`src/rtl/blkaddr_pkg.sv`:
```
package blkaddr_pkg;

  typedef enum logic [1:0] {
    SEL_BASE = 2'd0,
    SEL_STEP = 2'd1,
    SEL_LEN  = 2'd2,
    SEL_CNT  = 2'd3
  } reg_sel_e;

  typedef enum logic [1:0] {
    S_IDLE  = 2'd0,
    S_RUN   = 2'd1,
    S_PAUSE = 2'd2
  } seq_st_e;

endpackage

```
`src/rtl/blkaddr_busy.sv`:
```
module blkaddr_busy #(
  parameter int BUSY_CYCLES = 25
) (
  input  logic clk,
  input  logic rst,
  output logic busy_n,
  output logic wr_ok
);
  localparam int CW = $clog2(BUSY_CYCLES + 1);
  localparam logic [CW-1:0] LAST = CW'(BUSY_CYCLES);

  logic [CW-1:0] cnt;
  logic          busy_q;

  always_ff @(posedge clk) begin
    if (rst) begin
      cnt    <= '0;
      busy_q <= 1'b1;
    end else begin
      if (cnt != LAST) cnt <= cnt + 1'b1;
      busy_q <= (cnt == LAST);
    end
  end

  assign busy_n = busy_q;
  assign wr_ok  = busy_q && (cnt == LAST);

  AST_BUSY_ENTRY: assert property (@(posedge clk) disable iff (rst)
    $past(rst) |=> !busy_n);
  AST_BUSY_STAYS_OFF: assert property (@(posedge clk) disable iff (rst)
    wr_ok |=> busy_n);

endmodule

```
`src/rtl/blkaddr_regs.sv`:
```
module blkaddr_regs
  import blkaddr_pkg::*;
#(
  parameter int ADDR_W = 24,
  parameter int CNT_W  = 16
) (
  input  logic              clk,
  input  logic              rst,
  input  logic              wr_en,
  input  logic              wr_ok,
  input  logic [1:0]        wr_sel,
  input  logic [ADDR_W-1:0] wr_data,
  output logic [ADDR_W-1:0] base,
  output logic [ADDR_W-1:0] step,
  output logic [CNT_W-1:0]  blen,
  output logic [CNT_W-1:0]  bcnt
);
  logic [CNT_W-1:0] cnt_field;
  logic [CNT_W-1:0] cnt_clamped;

  assign cnt_field   = wr_data[CNT_W-1:0];
  assign cnt_clamped = (cnt_field == '0) ? CNT_W'(1) : cnt_field;

  always_ff @(posedge clk) begin
    if (rst) begin
      base <= '0;
      step <= ADDR_W'(1);
      blen <= CNT_W'(1);
      bcnt <= CNT_W'(1);
    end else if (wr_en && wr_ok) begin
      case (reg_sel_e'(wr_sel))
        SEL_BASE: base <= wr_data;
        SEL_STEP: step <= wr_data;
        SEL_LEN:  blen <= cnt_clamped;
        SEL_CNT:  bcnt <= cnt_clamped;
        default:  ;
      endcase
    end
  end

  AST_WR_GATED: assert property (@(posedge clk) disable iff (rst)
    !wr_ok |=> ($stable(base) && $stable(step) && $stable(blen) && $stable(bcnt)));
  AST_COUNTS_NONZERO: assert property (@(posedge clk) disable iff (rst)
    (wr_en && wr_ok && wr_sel[1]) |=> (blen != '0 && bcnt != '0));

endmodule

```
`src/rtl/blkaddr_trig.sv`:
```
module blkaddr_trig (
  input  logic clk,
  input  logic rst,
  input  logic start_n,
  input  logic go,
  input  logic wr_ok,
  input  logic idle,
  output logic start_out_n,
  output logic launch
);
  logic so_q;
  logic armed;
  logic trig;

  assign trig   = !start_n || !so_q;
  assign launch = armed && !trig;

  always_ff @(posedge clk) begin
    if (rst) begin
      so_q  <= 1'b1;
      armed <= 1'b0;
    end else begin
      so_q <= !(go && wr_ok && idle && so_q && !armed);
      if (!armed && trig && idle) armed <= 1'b1;
      else if (armed && !trig)    armed <= 1'b0;
    end
  end

  assign start_out_n = so_q;

  AST_ECHO_SINGLE: assert property (@(posedge clk) disable iff (rst)
    !start_out_n |=> start_out_n);
  AST_LAUNCH_IDLE: assert property (@(posedge clk) disable iff (rst)
    launch |-> idle);

endmodule

```
`src/rtl/blkaddr_seq.sv`:
```
module blkaddr_seq
  import blkaddr_pkg::*;
#(
  parameter int ADDR_W = 24,
  parameter int CNT_W  = 16
) (
  input  logic              clk,
  input  logic              rst,
  input  logic              launch,
  input  logic              hold,
  input  logic [ADDR_W-1:0] base,
  input  logic [ADDR_W-1:0] step,
  input  logic [CNT_W-1:0]  blen,
  input  logic [CNT_W-1:0]  bcnt,
  output logic [ADDR_W-1:0] addr,
  output logic              first_n,
  output logic              blk_end_n,
  output logic              seq_end_n,
  output logic              idle
);
  localparam int EW = CNT_W + 1;

  seq_st_e           st;
  logic [ADDR_W-1:0] addr_q;
  logic [CNT_W-1:0]  pos;
  logic [CNT_W-1:0]  blk;
  logic              fn_q, be_q, se_q;

  logic [EW-1:0] blen_e, bcnt_e, pos_p2, blk_p2;
  logic          in_blk_last, in_seq_last, x_blk_last, x_seq_last;
  logic [ADDR_W-1:0] addr_nx;

  assign blen_e  = {1'b0, blen};
  assign bcnt_e  = {1'b0, bcnt};
  assign pos_p2  = {1'b0, pos} + EW'(2);
  assign blk_p2  = {1'b0, blk} + EW'(2);
  assign addr_nx = addr_q + step;

  // next position stays inside the block
  assign in_blk_last = (pos_p2 >= blen_e);
  assign in_seq_last = in_blk_last && (blk_p2 - EW'(1) >= bcnt_e);
  // next position opens the following block
  assign x_blk_last  = (blen_e <= EW'(1));
  assign x_seq_last  = x_blk_last && (blk_p2 >= bcnt_e);

  always_ff @(posedge clk) begin
    if (rst) begin
      st     <= S_IDLE;
      addr_q <= '0;
      pos    <= '0;
      blk    <= '0;
      fn_q   <= 1'b1;
      be_q   <= 1'b1;
      se_q   <= 1'b1;
    end else begin
      fn_q <= 1'b1;
      case (st)
        S_IDLE: begin
          if (launch) begin
            st     <= S_RUN;
            addr_q <= base;
            pos    <= '0;
            blk    <= '0;
            fn_q   <= 1'b0;
            be_q   <= !(blen_e <= EW'(1));
            se_q   <= !((blen_e <= EW'(1)) && (bcnt_e <= EW'(1)));
          end
        end
        S_RUN: begin
          if (!se_q) begin
            st   <= S_IDLE;
            be_q <= 1'b1;
            se_q <= 1'b1;
          end else if (!be_q) begin
            if (hold) begin
              st   <= S_PAUSE;
              be_q <= 1'b1;
            end else begin
              addr_q <= addr_nx;
              pos    <= '0;
              blk    <= blk + 1'b1;
              be_q   <= !x_blk_last;
              se_q   <= !x_seq_last;
            end
          end else begin
            addr_q <= addr_nx;
            pos    <= pos + 1'b1;
            be_q   <= !in_blk_last;
            se_q   <= !in_seq_last;
          end
        end
        S_PAUSE: begin
          if (!hold) begin
            st     <= S_RUN;
            addr_q <= addr_nx;
            pos    <= '0;
            blk    <= blk + 1'b1;
            be_q   <= !x_blk_last;
            se_q   <= !x_seq_last;
          end
        end
        default: st <= S_IDLE;
      endcase
    end
  end

  assign addr      = addr_q;
  assign first_n   = fn_q;
  assign blk_end_n = be_q;
  assign seq_end_n = se_q;
  assign idle      = (st == S_IDLE);

  AST_FIRST_IS_BASE: assert property (@(posedge clk) disable iff (rst)
    launch |=> (addr == $past(base) && !first_n));
  AST_STEP_IN_BLOCK: assert property (@(posedge clk) disable iff (rst)
    (st == S_RUN && blk_end_n) |=> (addr == $past(addr_q + step)));
  AST_END_IN_BLOCK_END: assert property (@(posedge clk) disable iff (rst)
    !seq_end_n |-> !blk_end_n);
  AST_IDLE_HOLDS: assert property (@(posedge clk) disable iff (rst)
    (st == S_IDLE && !launch) |=> ($stable(addr) && seq_end_n && blk_end_n));
  AST_HOLD_FREEZE: assert property (@(posedge clk) disable iff (rst)
    (st == S_RUN && !blk_end_n && seq_end_n && hold) |=> ($stable(addr) && blk_end_n));

endmodule

```
`src/rtl/blkaddr_gen.sv`:
```
module blkaddr_gen #(
  parameter int ADDR_W      = 24,
  parameter int CNT_W       = 16,
  parameter int BUSY_CYCLES = 25
) (
  input  logic              clk,
  input  logic              rst,
  input  logic              start_n,
  input  logic              hold,
  input  logic              wr_en,
  input  logic [1:0]        wr_sel,
  input  logic [ADDR_W-1:0] wr_data,
  input  logic              go,
  output logic [ADDR_W-1:0] addr,
  output logic              first_n,
  output logic              blk_end_n,
  output logic              seq_end_n,
  output logic              start_out_n,
  output logic              busy_n
);
  logic              wr_ok;
  logic              idle;
  logic              launch;
  logic [ADDR_W-1:0] base, step;
  logic [CNT_W-1:0]  blen, bcnt;

  blkaddr_busy #(.BUSY_CYCLES(BUSY_CYCLES)) u_busy (
    .clk(clk), .rst(rst), .busy_n(busy_n), .wr_ok(wr_ok)
  );

  blkaddr_regs #(.ADDR_W(ADDR_W), .CNT_W(CNT_W)) u_regs (
    .clk(clk), .rst(rst), .wr_en(wr_en), .wr_ok(wr_ok), .wr_sel(wr_sel),
    .wr_data(wr_data), .base(base), .step(step), .blen(blen), .bcnt(bcnt)
  );

  blkaddr_trig u_trig (
    .clk(clk), .rst(rst), .start_n(start_n), .go(go), .wr_ok(wr_ok),
    .idle(idle), .start_out_n(start_out_n), .launch(launch)
  );

  blkaddr_seq #(.ADDR_W(ADDR_W), .CNT_W(CNT_W)) u_seq (
    .clk(clk), .rst(rst), .launch(launch), .hold(hold), .base(base),
    .step(step), .blen(blen), .bcnt(bcnt), .addr(addr), .first_n(first_n),
    .blk_end_n(blk_end_n), .seq_end_n(seq_end_n), .idle(idle)
  );

endmodule

```
`config.mk`:
```
export PLATFORM = sky130hd
export DESIGN_NAME = blkaddr_gen
export DESIGN_NICKNAME = d
export VERILOG_FILES = /design/src/rtl/blkaddr_pkg.sv /design/src/rtl/blkaddr_busy.sv /design/src/rtl/blkaddr_regs.sv /design/src/rtl/blkaddr_trig.sv /design/src/rtl/blkaddr_seq.sv /design/src/rtl/blkaddr_gen.sv
export SDC_FILE = /design/constraint.sdc
export NUM_CORES = 1
export LEC_CHECK = 0
export ABC_AREA = 1
export CAP_MARGIN = 40
export CORE_ASPECT_RATIO = 1.5
export CORE_MARGIN = 1
export CORE_UTILIZATION = 59
export DETAILED_ROUTE_END_ITERATION = 12
export DONT_BUFFER_PORTS = 1
export PLACE_DENSITY = 0.76
export SKIP_LAST_GASP = 1
export SLEW_MARGIN = 20
export SYNTH_ARGS = -nofsm -noshare
export SYNTH_HDL_FRONTEND = slang
export SYNTH_SLANG_ARGS = --single-unit
export TNS_END_PERCENT = 1
```
`constraint.sdc`:
```
create_clock -name clk -period 4.1 [get_ports clk]
set_input_delay 1.23 -clock clk [delete_from_list [all_inputs] [get_ports clk]]
set_output_delay 1.23 -clock clk [all_outputs]
set_load 0.01 [all_outputs]
```
==> flow_metrics.env, run 1 <==
export IMPL_status="completed"
export IMPL_p_per_area_nw_per_um2=439
export IMPL_route_vias_total=9982
export IMPL_area_growth_pct=7.71
export IMPL_fp_dieW_um=109
export IMPL_routed_wl_um=29300
export IMPL_synthCells=1503
export IMPL_hold_violations=0
export IMPL_ff_latch_area_um2=2980
export IMPL_finalSetupViolCount=0
export IMPL_hp_class="reg2reg"
export IMPL_worst_r2r_endpoint="u_seq.seq_end_n$_SDFFE_PP1P_"
export IMPL_grt_pass1_wl_um=46600
export IMPL_gp_congestion=0.967
export IMPL_rsz0062_at_grt="false"
export IMPL_cts_sinks=149
export IMPL_cp_buffers_inverters=1
export IMPL_grtUsageTotal=0.342
export IMPL_fp_dieH_um=162
export IMPL_worstSetupPathType="reg2reg"
export IMPL_slew_headroom=0.478
export IMPL_synth_area_leaders="dfxtp_1 (30%), a21oi_1 (11%), ha_1 (10%), nand2_1 (10%), inv_1 (7.9%)"
export IMPL_tns_ns=0
export IMPL_cts_buffer_depth=2
export IMPL_drt_pass1_iterations=6
export IMPL_crit_fanout=7
export IMPL_antenna_left=0
export IMPL_cts_repair_resized=0
export IMPL_dp_hpwl_um=22300
export IMPL_drt_iter0_drc=737
export IMPL_cap_viol_max_count=0
export IMPL_multi_input_area_um2=6080
export IMPL_cp_required_ns=4.43
export IMPL_ys_async_sr_fraction=0
export IMPL_first_global_vias=9749
export IMPL_grt_overflow=0
export IMPL_antenna_found_initial=0
export IMPL_drive_gt1_frac=0.0666
export IMPL_synth_area_leader_cell="dfxtp_1"
export IMPL_clk_pin_slew_ns=0.06
export IMPL_synth_top_area_frac=0.296
export IMPL_grt_max_degree=57
export IMPL_slew_violations=0
export IMPL_r2r_slack_ns=0.77
export IMPL_cts_root_buffer="clkbuf_16"
export IMPL_drc=0
export IMPL_synth_cell_type_count=47
export IMPL_cts_tree="built"
export IMPL_htree_levels=4
export IMPL_die_area_um2=17600
export IMPL_worstMarginPinSlew_ns=0.783
export IMPL_post_cts_buffers=0
export IMPL_diodes=0
export IMPL_crit_chain="ha_1, nand3_2, nor2_4, nand2_2, nand2_2, nand2_1, nor3_1, nand3_1, xor2_1, ha_1, inv_1, nor3_1, nand2_1, nand2_1, nand2_1, nand3_1, a21oi_1, nand3_1, nand2_1, nand2_1, nand2_1, nand2_1, nand2_1"
export IMPL_cp_arrival_ns=3.66
export IMPL_fillCellCount=1553
export IMPL_leakage_nw=4.75
export IMPL_ioPinCount=61
export IMPL_hold_path_end="u_regs.base[21]$_SDFFE_PP0P_"
export IMPL_ys_ff_latch=149
export IMPL_synth_edff_count=0
export IMPL_synthesis_area_um2=10100
export IMPL_synth_common_cells="nand2_1 (271), a21oi_1 (219), inv_1 (213)"
export IMPL_clock_skew_ns=0.00609
export IMPL_cts_hold_fix_buffers=0
export IMPL_synth_most_common_cell="nand2_1"
export IMPL_synth_seq_area_share=0.296
export IMPL_core_area_um2=16800
export IMPL_rows=58
export IMPL_fin_util=0.648
export IMPL_viasPerCell=5.83
export IMPL_port_buffers=0
export IMPL_ir_drop_mv=0.453
export IMPL_r2r_cells=23
export IMPL_crit_path_top_delay_cell="dfxtp_1"
export IMPL_clock_latency_ns=0.44
export IMPL_end_kind="flip-flop"
export IMPL_initial_utilization=0.602
export IMPL_timing_critical_path_from_type="flip-flop"
export IMPL_slowest_delay_ns=0.47
export IMPL_min_period_over_period=0.811
export IMPL_hold_depth=2
export IMPL_r2r_start="u_seq.blk[1]$_SDFFE_PP0P_"
export IMPL_fin_nets=1606
export IMPL_synth_flop_cell="dfxtp_1"
export IMPL_routedWlPerCell_um=17.1
export IMPL_yosys_warnings=0
export IMPL_synth_avg_cell_area_um2=6.71
export IMPL_min_delay_start="u_regs.base[21]$_SDFFE_PP0P_"
export IMPL_cp_common_cell="nand2_1"
export IMPL_synthesis_nets=1620
export IMPL_max_freq_mhz=301
export IMPL_cts_buffers=17
export IMPL_crit_family="simple AND/OR/NAND/NOR gates"
export IMPL_fin_crit_ns=3.33
==> tightest hold or removal path: cells and delay by family (launching register included) <==
family                 cells  cell delay (ns)
flip-flops                 1             0.31
buffers and inverters      1             0.05
AO/OA/AOI/OAI              1             0.05
==> worst max-delay path by stage <==
stage | startpoint | endpoint | slack (ns) | cells past startpoint
after global routing | u_seq.blk[1]$_SDFFE_PP0P_ | u_seq.seq_end_n$_SDFFE_PP1P_ | 0.44 | 23
after detailed placement | u_seq.blk[1]$_SDFFE_PP0P_ | u_seq.seq_end_n$_SDFFE_PP1P_ | 0.79 | 23
after floorplan | u_seq.blk[1]$_SDFFE_PP0P_ | u_seq.seq_end_n$_SDFFE_PP1P_ | 1.27 | 23
after CTS | u_seq.blk[1]$_SDFFE_PP0P_ | u_seq.seq_end_n$_SDFFE_PP1P_ | 0.78 | 23
final | u_seq.blk[1]$_SDFFE_PP0P_ | u_seq.seq_end_n$_SDFFE_PP1P_ | 0.77 | 23
after global placement | u_seq.blk[1]$_SDFFE_PP0P_ | u_seq.seq_end_n$_SDFFE_PP1P_ | 0.86 | 23
==> layout by cell type, fill, tap and decap left out, drive strengths merged <==
cell / synthesis / routed
o221ai: 1 / 1
nand2: 282 / 282
nor3b: 3 / 3
xnor2: 5 / 5
bufinv: 0 / 2
a21oi: 220 / 220
buf: 7 / 15
fa: 1 / 1
o21ai: 153 / 153
clkbuf: 41 / 19
a21o: 4 / 4
dfxtp: 149 / 149
ha: 84 / 84
o211ai: 14 / 14
nor4: 12 / 12
a221oi: 2 / 2
or2: 8 / 8
a41o: 1 / 1
clkinv: 2 / 6
nand3: 65 / 65
xor2: 27 / 27
nor3: 24 / 24
nand3b: 5 / 5
clkinvlp: 0 / 1
o21a: 3 / 3
o21bai: 6 / 6
a32o: 1 / 1
a32oi: 1 / 1
a31o: 1 / 1
a31oi: 4 / 4
o22ai: 2 / 2
nor2: 108 / 108
inv: 221 / 226
nand4: 38 / 38
a21boi: 1 / 1
a211oi: 7 / 7
==> layout make-up <==
cell class	instances	share of cell area
Multi-Input combinational cell	1083	0.560
Sequential cell	149	0.274
Inverter	223	0.0770
Clock buffer	19	0.0408
Tap cell	210	0.0242
Clock inverter	12	0.0134
Timing Repair Buffer	15	0.0104
==> per-layer routing <==
layer  vias to the layer above  global-route usage  routed length (um)
met1                      4581               0.355               11300
met4                         0               0.198                1580
met5                         -                   0                   0
li1                       5014                   -                   -
met2                       286               0.629               15100
met3                       101              0.0606                1280
==> through the flow <==
| step | setup slack [ns] | cell area (um^2) | power, W | hold WS (ns) | cells |
|---|---|---|---|---|---|
| detailed placement | 0.791 | 10300 | 0.00318 | 0.426 | 1680 |
| finish | 0.774 | 10900 | 0.00478 | 0.444 | 1711 |
| floorplan | 1.27 | 10100 | 0.00277 | 0.407 | 1503 |
| global route | 0.436 | 10900 | 0.00502 | 0.467 | 1711 |
| CTS | 0.784 | 10900 | 0.00477 | 0.445 | 1711 |
| global placement | 0.857 | 10300 | 0.00316 | 0.429 | 1680 |
==> report_power, final <==
part           switching [W]  internal, W  total, W
registers           0.000194      0.00156   0.00175
logic               0.000975     0.000445   0.00142
clock network       0.000680     0.000922   0.00160
==> sequential cells by signal, summed over array words and instances (netlist names) <==
name                flops
u_busy.busy_n           1
u_trig.armed            1
u_regs.step            24
u_seq.st                2
u_regs.base            24
u_seq.seq_end_n         1
u_busy.cnt              5
u_trig.start_out_n      1
u_seq.pos              16
u_regs.bcnt            16
u_seq.addr             24
u_seq.first_n           1
u_regs.blen            16
u_seq.blk              16
u_seq.blk_end_n         1
==> cell families (layout without fill, tap and decap cells) <==
family	after synthesis	count (layout)	synth area share
and+or+nand+nor	545	545	0.247
AOI/OAI and AO/OA	421	421	0.221
DFF	149	149	0.296
adders and majority gates	85	85	0.106
buffers and inverters	271	269	0.102
xor gates and xnor gates	32	32	0.0278
(Power assumes the default switching activity.)
==> inputs of run 2 (changes only) <==
--- a/config.mk
+++ b/config.mk
@@ -5,14 +5,14 @@
 export SDC_FILE = /design/constraint.sdc
 export NUM_CORES = 1
 export LEC_CHECK = 0
-export ABC_AREA = 1
+export ABC_AREA = 0
 export CAP_MARGIN = 40
 export CORE_ASPECT_RATIO = 1.5
 export CORE_MARGIN = 1
 export CORE_UTILIZATION = 59
 export DETAILED_ROUTE_END_ITERATION = 12
 export DONT_BUFFER_PORTS = 1
-export PLACE_DENSITY = 0.76
+export PLACE_DENSITY = 0.79
 export SKIP_LAST_GASP = 1
 export SLEW_MARGIN = 20
 export SYNTH_ARGS = -nofsm -noshare
==> constraint.sdc (replaced) <==
create_clock -name clk -period 3 [get_ports clk]
set_input_delay 0.9 -clock clk [delete_from_list [all_inputs] [get_ports clk]]
set_output_delay 0.9 -clock clk [all_outputs]
set_load 0.01 [all_outputs]
==> run 2 against run 1 <==
Effect of this change: setup slack lost 0.77 ns; synthesized cell count shrank 17%; die area shrank 6.0%; core utilization grew 3.5 points; critical path type unchanged; clock power grew 31%.
==> flow_metrics.env, run 2 <==
export IMPL_ioPinCount=61
export IMPL_synth_edff_count=0
export IMPL_synth_avg_cell_area_um2=7.63
export IMPL_slew_violations=0
export IMPL_place_inst=1447
export IMPL_routedWlPerCell_um=18.2
export IMPL_finalSetupViolCount=0
export IMPL_combPwrFrac=0.232
export IMPL_post_cts_buffers=0
export IMPL_p_sw_w=0.00187
export IMPL_cp_arrival_ns=3.34
export IMPL_layout_commonest_cell="nand2_1"
export IMPL_initial_utilization=0.604
export IMPL_clock_skew_ns=0.0121
export IMPL_p_per_area_nw_per_um2=513
export IMPL_hp_class="reg2reg"
export IMPL_fillCellCount=1280
export IMPL_route_vias_total=9140
export IMPL_place_ws_ns=0.0273
export IMPL_rows=56
export IMPL_min_period_over_period=0.999
export IMPL_ys_async_sr_fraction=0
export IMPL_fp_dieH_um=157
export IMPL_synth_area_leaders="dfxtp_1 (31%), ha_1 (11%), nand2_1 (8.7%), a21oi_1 (8.2%), nor2_1 (3.6%)"
export IMPL_fin_cells=1479
export IMPL_rsz0062_at_grt="true"
export IMPL_ys_ff_latch=149
export IMPL_cts_buffers=17
export IMPL_synth_common_cells="nand2_1 (220), a21oi_1 (156), dfxtp_1 (149)"
export IMPL_antenna_left=0
export IMPL_met3_usage=0.0712
export IMPL_htree_levels=4
export IMPL_core_area_um2=15700
export IMPL_grt_overflow=0
export IMPL_slew_headroom=0.621
export IMPL_fin_util=0.683
export IMPL_hold_depth=2
export IMPL_clock_latency_ns=0.44
export IMPL_cts_hold_fix_buffers=0
export IMPL_p_int_w=0.00363
export IMPL_grt_busiest_layer="met2"
export IMPL_synth_seq_area_share=0.315
export IMPL_drive_gt1_frac=0.115
export IMPL_cts_tree="built"
export IMPL_fin_crit_ns=3.00
export IMPL_drt_iter0_drc=656
export IMPL_synthCells=1242
export IMPL_dp_hpwl_um=19300
export IMPL_setup_ws_ns=0.00418
export IMPL_fin_nets=1381
export IMPL_max_freq_mhz=334
export IMPL_grtUsageTotal=0.333
export IMPL_area_growth_pct=13.1
export IMPL_synth_top_area_frac=0.315
export IMPL_cts_sinks=149
export IMPL_pwr_share_clk=0.381
export IMPL_yosys_warnings=0
export IMPL_cp_required_ns=3.34
export IMPL_diodes=0
export IMPL_grt_max_degree=134
export IMPL_gp_congestion=0.963
export IMPL_port_buffers=0
export IMPL_fp_dieW_um=105
export IMPL_synth_area_leader_cell="dfxtp_1"
export IMPL_synthesis_nets=1359
export IMPL_cts_buffer_depth=2
export IMPL_cts_root_buffer="clkbuf_16"
export IMPL_synth_most_common_cell="nand2_1"
export IMPL_r2r_cells=10
export IMPL_use_met2=0.607
export IMPL_met1_usage=0.339
export IMPL_worstMarginPinSlew_ns=0.564
export IMPL_clk_pin_slew_ns=0.06
export IMPL_viasPerCell=6.18
export IMPL_final_cell_mix="nand2_1 (218), a21oi_1 (156), dfxtp_1 (146)"
export IMPL_seq_power_share=0.387
export IMPL_drt_pass1_iterations=5
export IMPL_hold_violations=0
export IMPL_swShare=0.340
export IMPL_synthesis_area_um2=9480
export IMPL_grt_pass1_wl_um=43600
export IMPL_drc=0
export IMPL_synth_cell_type_count=83
export IMPL_cap_viol_max_count=0
export IMPL_status="completed"
export IMPL_die_area_um2=16600
export IMPL_leakage_nw=4.28
export IMPL_timing_critical_path_from_type="flip-flop"
export IMPL_routed_wl_um=26900
export IMPL_hold_slack_ns=0.450
export IMPL_end_kind="flip-flop"
export IMPL_crit_fanout=3
export IMPL_synth_flop_cell="dfxtp_1"
export IMPL_antenna_found_initial=0
export IMPL_first_global_vias=9081
export IMPL_worstSetupPathType="reg2reg"
export IMPL_ir_drop_mv=0.432
## run 2: timing repair
| item | in CTS | in global routing |
|---|---|---|
| pin swaps | 0 | 4 |
| setup endpoints to repair | 1 | 6 |
| resized for setup | 1 | 32 |
## run 2: final timing paths
check | startpoint | endpoint | slack (ns)
worst max-delay path | u_seq.addr[0]$_SDFFE_PP0P_ | u_seq.addr[16]$_SDFFE_PP0P_ | 0.004
worst min-delay path | u_regs.base[4]$_SDFFE_PP0P_ | u_regs.base[4]$_SDFFE_PP0P_ | 0.45
worst max register to register | u_seq.addr[0]$_SDFFE_PP0P_ | u_seq.addr[16]$_SDFFE_PP0P_ | 0.004
worst min register to register | u_regs.base[4]$_SDFFE_PP0P_ | u_regs.base[4]$_SDFFE_PP0P_ | 0.45
## run 2: cells by family (layout without fill, tap and decap cells)
logic type      count (synthesis)  after routing  share of synthesized area
simple gates                  487            487                      0.239
compound gates                329            329                      0.219
flops                         149            149                      0.315
buf+inv                       123            157                     0.0499
fa+ha+maj                      85             85                      0.113
xor+xnor                       66             66                     0.0610
mux                             3              3                    0.00317
## run 2: area by class of cell
class                   count  area [um^2]  area share
clock buffers              19          443      0.0413
clock inverters            12          121      0.0113
inverters                  59          221      0.0207
multi-input cells         970         6180       0.576
flip-flops and latches    149         2990       0.279
well taps                 203          254      0.0237
repair buffers             67          515      0.0481
## run 2: per-layer routing
layer,vias to the layer above,wire [um],share of wire
met5,-,0,0
met4,0,1600,0.060
met3,104,1370,0.051
met2,268,13700,0.51
met1,4330,10300,0.38
li1,4438,-,-
## run 2: power groups by stage
stage | registers [W] | clock network [W] | logic, W
after floorplan | 0.00215 | 0 | 0.000780
after global placement | 0.00217 | 0 | 0.00121
after detailed placement | 0.00217 | 0 | 0.00123
after CTS | 0.00213 | 0.00210 | 0.00123
after global routing | 0.00213 | 0.00220 | 0.00135
final | 0.00213 | 0.00210 | 0.00127
## run 2: through the flow
step	cell area, um^2	TNS [ns]	power, W
after global placement	10000	0	0.00338
final	10700	0	0.00549
after detailed placement	10000	0	0.00340
after global routing	10700	-0.211	0.00569
after CTS	10600	0	0.00546
after floorplan	9490	0	0.00293
## run 2: worst max-delay path, stage by stage, from the launching register on
cell and delay, ns:
dfxtp_1 0.31, ha_1 0.24, fa_1 0.43, a21oi_2 0.18, and4b_4 0.24, o41a_1 0.38, o211ai_2 0.22, a21oi_1 0.12
o31a_1 0.26, o31a_1 0.25, o41ai_2 0.26
==> inputs of run 3 (changes only) <==
--- a/config.mk
+++ b/config.mk
@@ -13,6 +13,8 @@
 export DETAILED_ROUTE_END_ITERATION = 12
 export DONT_BUFFER_PORTS = 1
 export PLACE_DENSITY = 0.79
+export REMOVE_ABC_BUFFERS = 1
+export SETUP_SLACK_MARGIN = 0.5
 export SKIP_LAST_GASP = 1
 export SLEW_MARGIN = 20
 export SYNTH_ARGS = -nofsm -noshare
==> run 3 against run 2 <==
Effect of this change: combinational power fell by 3%; wire length up 2.3%; global-route usage is 0.60 points lower; die area is the same; worst hold slack barely moved; fmax rose by 3.1%; critical path depth grew 5; clock-buffer cell count is the same; total power grew 0.94%.
==> flow_metrics.env, run 3 (synthesis gave the netlist of run 2 again) <==
export IMPL_status="completed"
export IMPL_grt_max_degree=134
export IMPL_drive_gt1_frac=0.128
export IMPL_cts_buffers=17
export IMPL_finalSetupViolCount=0
export IMPL_hp_class="reg2reg"
export IMPL_slew_headroom=0.631
export IMPL_routed_wl_um=27500
export IMPL_crit_path_top_delay_cell="a2111oi_0"
export IMPL_fin_cells=1491
export IMPL_rsz0062_at_grt="true"
export IMPL_hold_slack_ns=0.450
export IMPL_ioPinCount=61
export IMPL_fp_dieH_um=157
export IMPL_hold_depth=2
export IMPL_final_cell_mix="nand2_1 (219), a21oi_1 (155), dfxtp_1 (145)"
export IMPL_worstSetupPathType="reg2reg"
export IMPL_place_inst=1454
export IMPL_timing_critical_path_from_type="flip-flop"
export IMPL_tns_ns=0
export IMPL_slowest_delay_ns=0.35
export IMPL_grt_overflow=0
export IMPL_layout_commonest_cell="nand2_1"
export IMPL_swShare=0.333
export IMPL_initial_utilization=0.604
export IMPL_first_global_vias=8821
export IMPL_cts_buffer_depth=2
export IMPL_seq_power_share=0.383
export IMPL_crit_cells=15
export IMPL_cts_root_buffer="clkbuf_16"
export IMPL_pwr_share_clk=0.394
export IMPL_fin_nets=1392
export IMPL_worstMarginPinSlew_ns=0.550
export IMPL_p_per_area_nw_per_um2=510
export IMPL_slew_violations=0
export IMPL_gp_congestion=0.914
export IMPL_grtUsageTotal=0.327
export IMPL_design_area_um2=10900
export IMPL_min_period_over_period=0.969
export IMPL_clock_latency_ns=0.43
export IMPL_clock_skew_ns=0.00745
export IMPL_combPwrFrac=0.222
export IMPL_diodes=0
export IMPL_cp_required_ns=3.36
export IMPL_cap_viol_max_count=0
export IMPL_hold_violations=0
export IMPL_drt_iter0_drc=692
export IMPL_drc=0
export IMPL_core_area_um2=15700
export IMPL_cts_hold_fix_buffers=0
export IMPL_cts_sinks=149
export IMPL_drt_pass1_iterations=6
export IMPL_cp_buffers_inverters=2
export IMPL_fp_dieW_um=105
export IMPL_antenna_found_initial=0
export IMPL_r2r_cells=15
export IMPL_antenna_left=0
export IMPL_grt_pass1_wl_um=42400
export IMPL_route_vias_total=9309
export IMPL_die_area_um2=16600
export IMPL_viasPerCell=6.24
export IMPL_port_buffers=0
export IMPL_routedWlPerCell_um=18.5
export IMPL_leakage_nw=4.33
export IMPL_end_kind="flip-flop"
export IMPL_crit_chain="ha_1, buf_4, and3_1, o211ai_1, o41ai_2, nand2_1, nor2_1, xor2_1, ha_1, a2111oi_0, buf_4, a21oi_1, o21ai_1, o211ai_1, a31oi_1"
export IMPL_p_int_w=0.00370
export IMPL_cts_tree="built"
export IMPL_cp_arrival_ns=3.27
export IMPL_fin_crit_ns=2.91
export IMPL_crit_family="compound AO/OA/AOI/OAI gates"
export IMPL_crit_fanout=6
export IMPL_dp_hpwl_um=19500
export IMPL_p_sw_w=0.00185
export IMPL_area_growth_pct=14.8
export IMPL_placed_area_um2=10100
export IMPL_htree_levels=4
export IMPL_clk_pin_slew_ns=0.07
export IMPL_rows=56
export IMPL_max_freq_mhz=344
export IMPL_ir_drop_mv=0.466
run 3: worst paths after layout:
| path | from | end | slack (ns) |
|---|---|---|---|
| worst max-delay path | u_seq.blk[1]$_SDFFE_PP0P_ | u_seq.seq_end_n$_SDFFE_PP1P_ | 0.09 |
| worst min-delay path | u_regs.base[5]$_SDFFE_PP0P_ | u_regs.base[5]$_SDFFE_PP0P_ | 0.45 |
| worst max register to register | u_seq.blk[1]$_SDFFE_PP0P_ | u_seq.seq_end_n$_SDFFE_PP1P_ | 0.09 |
| worst min register to register | u_regs.base[5]$_SDFFE_PP0P_ | u_regs.base[5]$_SDFFE_PP0P_ | 0.45 |
run 3: cell type report:
cell class	instances	area, um^2
Multi-Input combinational cell	970	6230
Fill cell	1305	4820
Sequential cell	149	2990
Timing Repair Buffer	78	598
Clock buffer	19	443
Tap cell	203	254
Inverter	59	221
Clock inverter	13	145
run 3: worst reg2reg max path: cells and delay by family (launching register included):
family	cells	cell delay (ns)
xor gates and xnor gates	1	0.17
adders and majority gates	2	0.44
buffers and inverters	2	0.35
DFF	1	0.32
AOI/OAI and AO/OA	7	1.19
and+or+nand+nor	3	0.37
run 3: power by group through the flow:
stage	clock [W]	sequential (W)	combinational, W
after global routing	0.00228	0.00213	0.00131
after CTS	0.00219	0.00213	0.00119
after detailed placement	0	0.00217	0.00118
after global placement	0	0.00217	0.00116
after floorplan	0	0.00215	0.000701
final	0.00219	0.00213	0.00123
run 3: per-stage QoR:
stage                     setup WS (ns)   util  power (W)
final                            0.0934  0.693    0.00555
after global routing            -0.0712  0.693    0.00572
after CTS                         0.136  0.684    0.00551
after detailed placement        -0.0122  0.641    0.00335
after global placement           0.0964  0.641    0.00333
after floorplan                  -0.154      -    0.00285
run 3: metal layers:
| layer | track usage | part of all wire | vias to the layer above |
|---|---|---|---|
| met5 | 0 | 0 | - |
| met4 | 0.203 | 0.056 | 0 |
| met3 | 0.0671 | 0.060 | 115 |
| met2 | 0.614 | 0.52 | 348 |
| met1 | 0.328 | 0.36 | 4386 |
| li1 | - | - | 4460 |
run 3: what timing repair did:
action | 4_1_cts | 5_1_grt
endpoints found under the setup margin | 15 | 28
pin swaps | 11 | 10
gates resized for setup | 18 | 28
setup buffers | 4 | 0
